**src/rtl/uart_ser_pkg.sv**
```systemverilog
package uart_ser_pkg;
  typedef enum logic {
    ST_IDLE = 1'b0,
    ST_SEND = 1'b1
  } ser_state_e;

  localparam int unsigned TICKS_PER_BIT = 8;
endpackage

```
**src/rtl/uart_ser_baud.sv**
```systemverilog
module uart_ser_baud #(
  parameter int unsigned DIV_W = 16,
  parameter int unsigned TICKS = 8
) (
  input  logic             clk_i,
  input  logic             rst_ni,
  input  logic             run_i,
  input  logic [DIV_W-1:0] div_i,
  output logic             bit_end_o
);
  localparam int unsigned TICK_W = (TICKS > 1) ? $clog2(TICKS) : 1;
  localparam logic [TICK_W-1:0] TICK_LAST = TICK_W'(TICKS - 1);

  logic [DIV_W-1:0]  pcnt_q, pcnt_d, limit;
  logic [TICK_W-1:0] tcnt_q, tcnt_d;
  logic              tick, cnt_en;

  // divider read live each cycle; >= keeps a shrinking divider from overrunning
  assign limit     = (div_i == '0) ? '0 : div_i - DIV_W'(1);
  assign tick      = run_i && (pcnt_q >= limit);
  assign bit_end_o = tick && (tcnt_q == TICK_LAST);
  assign cnt_en    = run_i || (pcnt_q != '0) || (tcnt_q != '0);

  always_comb begin
    pcnt_d = pcnt_q;
    tcnt_d = tcnt_q;
    if (!run_i) begin
      pcnt_d = '0;
      tcnt_d = '0;
    end else if (tick) begin
      pcnt_d = '0;
      tcnt_d = bit_end_o ? '0 : tcnt_q + TICK_W'(1);
    end else begin
      pcnt_d = pcnt_q + DIV_W'(1);
    end
  end

  always_ff @(posedge clk_i or negedge rst_ni) begin
    if (!rst_ni) begin
      pcnt_q <= '0;
      tcnt_q <= '0;
    end else if (cnt_en) begin
      pcnt_q <= pcnt_d;
      tcnt_q <= tcnt_d;
    end
  end
endmodule

```
**src/rtl/uart_ser_shift.sv**
```systemverilog
module uart_ser_shift #(
  parameter int unsigned DATA_W = 8
) (
  input  logic              clk_i,
  input  logic              rst_ni,
  input  logic              load_i,
  input  logic [DATA_W-1:0] data_i,
  input  logic              adv_i,
  output logic              line_o,
  output logic              last_o
);
  localparam int unsigned FRAME_W = DATA_W + 2;
  localparam int unsigned CNT_W   = $clog2(FRAME_W);

  logic [FRAME_W-1:0] sh_q, sh_d;
  logic [CNT_W-1:0]   left_q, left_d;
  logic               sh_en;

  assign sh_en  = load_i || adv_i;
  assign line_o = sh_q[0];
  assign last_o = (left_q == '0);

  always_comb begin
    sh_d   = sh_q;
    left_d = left_q;
    if (load_i) begin
      sh_d   = {1'b1, data_i, 1'b0};
      left_d = CNT_W'(FRAME_W - 1);
    end else if (adv_i) begin
      sh_d   = {1'b1, sh_q[FRAME_W-1:1]};
      left_d = last_o ? '0 : left_q - CNT_W'(1);
    end
  end

  always_ff @(posedge clk_i or negedge rst_ni) begin
    if (!rst_ni) begin
      sh_q   <= '1;
      left_q <= '0;
    end else if (sh_en) begin
      sh_q   <= sh_d;
      left_q <= left_d;
    end
  end

  assert_load_start_R3: assert property (@(posedge clk_i) disable iff (!rst_ni)
    load_i |=> !line_o);
  assert_stop_high_R3: assert property (@(posedge clk_i) disable iff (!rst_ni)
    (adv_i && last_o) |-> line_o);
endmodule

```
**src/rtl/uart_serializer.sv**
```systemverilog
module uart_serializer
  import uart_ser_pkg::*;
#(
  parameter int unsigned DATA_W = 8,
  parameter int unsigned DIV_W  = 16
) (
  input  logic              clk_i,
  input  logic              rst_ni,
  input  logic [DIV_W-1:0]  rate_div_i,
  input  logic [DATA_W-1:0] s_data_i,
  input  logic              s_valid_i,
  output logic              s_ready_o,
  output logic              line_o,
  output logic              active_o
);
  ser_state_e state_q, state_d;
  logic       accept, bit_end, last_bit;

  assign s_ready_o = (state_q == ST_IDLE);
  assign active_o  = (state_q == ST_SEND);
  assign accept    = s_valid_i && s_ready_o;

  uart_ser_baud #(
    .DIV_W (DIV_W),
    .TICKS (TICKS_PER_BIT)
  ) u_baud (
    .clk_i     (clk_i),
    .rst_ni    (rst_ni),
    .run_i     (active_o),
    .div_i     (rate_div_i),
    .bit_end_o (bit_end)
  );

  uart_ser_shift #(
    .DATA_W (DATA_W)
  ) u_shift (
    .clk_i  (clk_i),
    .rst_ni (rst_ni),
    .load_i (accept),
    .data_i (s_data_i),
    .adv_i  (bit_end),
    .line_o (line_o),
    .last_o (last_bit)
  );

  always_comb begin
    state_d = state_q;
    unique case (state_q)
      ST_IDLE: if (accept)              state_d = ST_SEND;
      ST_SEND: if (bit_end && last_bit) state_d = ST_IDLE;
      default:                          state_d = ST_IDLE;
    endcase
  end

  always_ff @(posedge clk_i or negedge rst_ni) begin
    if (!rst_ni) state_q <= ST_IDLE;
    else         state_q <= state_d;
  end

  assert_accept_drops_ready_R2: assert property (@(posedge clk_i) disable iff (!rst_ni)
    accept |=> (!s_ready_o && active_o));
  assert_idle_line_high_R7: assert property (@(posedge clk_i) disable iff (!rst_ni)
    !active_o |-> line_o);
  assert_busy_holds_R5: assert property (@(posedge clk_i) disable iff (!rst_ni)
    (active_o && !bit_end) |=> active_o);
  assert_bit_end_busy_R4: assert property (@(posedge clk_i) disable iff (!rst_ni)
    bit_end |-> active_o);
endmodule

```
**config.mk**
```make
export PLATFORM = sky130hd
export DESIGN_NAME = uart_serializer
export DESIGN_NICKNAME = d
export VERILOG_FILES = /design/src/rtl/uart_ser_pkg.sv /design/src/rtl/uart_ser_baud.sv /design/src/rtl/uart_ser_shift.sv /design/src/rtl/uart_serializer.sv
export SDC_FILE = /design/constraint.sdc
export NUM_CORES = 1
export LEC_CHECK = 0
export ABC_AREA = 1
export BUFFER_PORTS_ARGS = -buffer_cell sky130_fd_sc_hd__clkbuf_2
export CAP_MARGIN = 20
export CORE_MARGIN = 2
export CORE_UTILIZATION = 45
export DETAILED_ROUTE_END_ITERATION = 12
export PLACE_DENSITY = 0.69
export SYNTH_ARGS = -nofsm -noshare
export SYNTH_HDL_FRONTEND = slang
export SYNTH_SLANG_ARGS = --single-unit
export TNS_END_PERCENT = 50
```
**constraint.sdc**
```tcl
create_clock -name clk_i -period 2.42 [get_ports clk_i]
set_input_delay 0.242 -clock clk_i [delete_from_list [all_inputs] [get_ports clk_i]]
set_output_delay 0.242 -clock clk_i [all_outputs]
set_load 0.03 [all_outputs]
```
==> metrics.txt <==
WHS between 40 and 50 ps; Worst path max stage delay about 260 ps; FF-to-FF Start u_baud.pcnt_q[5]; pre-CTS setup slack -288.9 ps; Max Cap Viol 0; clock share of power between 20% and 30%; fin nets 520; drt drc 0; top cells by count, synth nand2_1, inv_1, nor2_1, nand3_1; worst reg2reg path depth 14; Tmin final between 2000 and 2500 ps; crit-path cells clkbuf_2 -> nor2_4 -> nand2_2 -> nor3_4 -> nand4_1 -> xor2_1 -> nand2_1 -> ha_4 -> a21oi_2 -> o21ai_1 -> nor2_2 -> buf_4 -> nand3_4 -> nand2_4 -> o21ai_0; Yosys top cell by area dfrtp_1; largest net degree at the start of global routing 34; FF-to-FF setup slack approximately 500 ps; #FFs+latches synth 33; FP Rows 28; average size of a mapped cell about 7 um^2; clk_lat worst skew slightly below 300 ps; final number of hold-violating endpoints 0; Slowest-stage cell, CP nor3_4; critical path class input pin to flop; fin. max-slew vios 0; ys flop type dfrtp_1; Startpoint Class input pin; Distinct cells, synth 31; crit end category flop; fin util approximately 60%; final HPWL from detailed placement around 4900 um; synthesized area roughly 2800 um^2; LEAKAGE 1.966 nW; initial antenna violation count 0; post-layout instance area between 3000 and 4000 um^2; Internal 1.208 mW; worst relative slew slack approximately 44%; Worst Skew between 9 and 10 ps; yosys warns 0; final std cells w/o fill about 550; starting density of the core 46.81%; status complete, no violations; Pre-antenna DRT Iters 4; Longest Clk Path Bufs 2; NetSw between 0.7 and 0.8 mW; syn_nets ~450; gpl congestion 0.8498; vias in the first global route between 2k and 3k; Finish-stage setup viols 0; Root Buffer clkbuf_8; initial DRC count between 100 and 150; Die ar. between 6000 and 7000 um^2; Peak VDD IR roughly 0.5 mV; top cells by area, synth dfrtp_1, nand2_1, ha_1, dfstp_2, inv_1; Reg clk slew, reported paths 70 ps; final setup margin around 71 ps; total track usage about a fifth; cell total after placement 528; Setup Total Neg Slack 0 ps; most frequent cell after synthesis nand2_1; pwr/cell area ~550 nW/um^2; worst slew pin tran ~840 ps; first-pass GRT wire length between 10000 and 15000 um; Hold Path Class input pin to async pin; Syn Inst Count 397; Logic pwr share between 30% and 40%; fin crit share between 90% and 100%; number of synthesized flops with an enable pin 0; Vias 2698; # IOs 30; core box area a little under 6000 um^2; CP Data Arrival Time approximately 2500 ps; Switching Fraction between 30% and 40%; FFs w/ async S/R, synth between 90% and 100%; Total Power ~2 mW; Area Overhead vs Synth 29.48%; CP max FO 9; register share of total power between 40% and 50%; Port Buf Inserts 29; f_max approximately 0.43 GHz; CTS sink cnt 33; grt ovf 0; RR Endpoint u_shift.left_q[2]; die width around 82 um; final wirelength 6797 um; die height slightly above 80 um; Via density between 4 and 5; CTS H-tree lvls 2; Placement Cell Area ~3200 um^2; CTS Buf Count 5; worst endpoint required time about 2600 ps; sequential area share after synthesis 30.20%; Ant. Diodes 0; CTS tree done; routed len/inst between 10 and 15 um; post-synth top area share 21.67%; ANT nets after route 0; fraction of layout cells with a size suffix above 1 approximately a third
[cells by family after synthesis]
| logic type | Yosys count | share of synthesized area [%] |
|---|---|---|
| adders and majority gates | 24 | 10.84 |
| xor gates and xnor gates | 12 | 3.792 |
| DFF | 33 | 30.20 |
| and+or+nand+nor | 234 | 39.91 |
| buffers and inverters | 70 | 10.70 |
| AOI/OAI and AO/OA | 24 | 4.560 |
[registers in the layout, summed over array words and instances, names as in the netlist]
register	flops
active_o	1
u_baud.pcnt_q	16
u_baud.tcnt_q	3
u_shift.left_q	4
u_shift.sh_q	9
[placed cells by master (no fill, tap or decap), types with 3 or more instances in the layout]
cell / Yosys / final
buf_6: 2 / 4
nand3_1: 31 / 28
dfrtp_1: 24 / 24
buf_4: 0 / 36
ha_1: 24 / 20
nor2_2: 4 / 9
inv_1: 56 / 52
a31oi_1: 3 / 3
or2_2: 3 / 3
nor3_1: 7 / 5
o21ai_1: 0 / 6
o21ai_0: 11 / 5
ha_4: 0 / 4
nand2_4: 3 / 5
xnor2_1: 5 / 5
nor3_2: 5 / 6
inv_2: 8 / 12
nand3_2: 8 / 9
nand2_2: 1 / 6
a21oi_1: 9 / 6
nor2_4: 1 / 7
nand4_1: 7 / 7
clkbuf_8: 0 / 5
xor2_1: 7 / 7
clkbuf_2: 0 / 29
dfstp_2: 9 / 9
a21oi_2: 0 / 3
nor2_1: 35 / 24
nand2_1: 125 / 118
[worst max-delay path, delay by kind of cell]
kind            cells  cell delay (ps)
fa+ha+maj           1              260
compound gates      3              320
simple gates        8             1230
buf+inv             2              270
xor+xnor            1              190
[power by group through the flow]
stage | clock, mW | combinational, mW | sequential [mW]
3_5_place_dp | 0 | 0.725 | 0.814
6_report | 0.406 | 0.773 | 0.805
4_1_cts | 0.419 | 0.730 | 0.804
3_3_place_gp | 0 | 0.702 | 0.812
5_1_grt | 0.444 | 0.907 | 0.828
2_1_floorplan | 0 | 0.547 | 0.778
[how the worst max path moves through the flow]
stage,start,to,slack [ps],depth (start not counted)
after CTS,rate_div_i[2],u_shift.left_q[1],20,15
after floorplan,rate_div_i[7],u_shift.left_q[3],170,21
after detailed placement,rate_div_i[2],u_shift.left_q[1],-290,15
after global routing,rate_div_i[7],active_o,-100,18
after global placement,rate_div_i[2],u_baud.pcnt_q[13],-220,15
final,rate_div_i[7],u_baud.tcnt_q[1],70,15
[cell type report]
type / instances / area [um^2]
clock buffers: 5 / 68.82
clock inverters: 3 / 17.52
inverters: 64 / 240.2
well taps: 75 / 93.84
flip-flops and latches: 33 / 837.1
fillers: 530 / 2332
repair buffers: 70 / 480.5
multi-input cells: 295 / 1851
[routing by layer]
metal | GRT usage (%) | part of all wire (%) | up-vias
li1 | - | - | 1392
met2 | 35.81 | 49 | 63
met1 | 26.94 | 45 | 1237
met3 | 3.587 | 4.5 | 6
met4 | 5.500 | 1.1 | 0
met5 | 0 | 0 | -
[timing repair]
| action | 4_1_cts | 5_1_grt |
|---|---|---|
| hold buffers | 0 | 0 |
| setup endpoints to repair | 0 | 33 |
| buffers inserted | 0 | 7 |
| resized for setup | 0 | 60 |
Note: power is estimated with default switching activity, not from simulation.
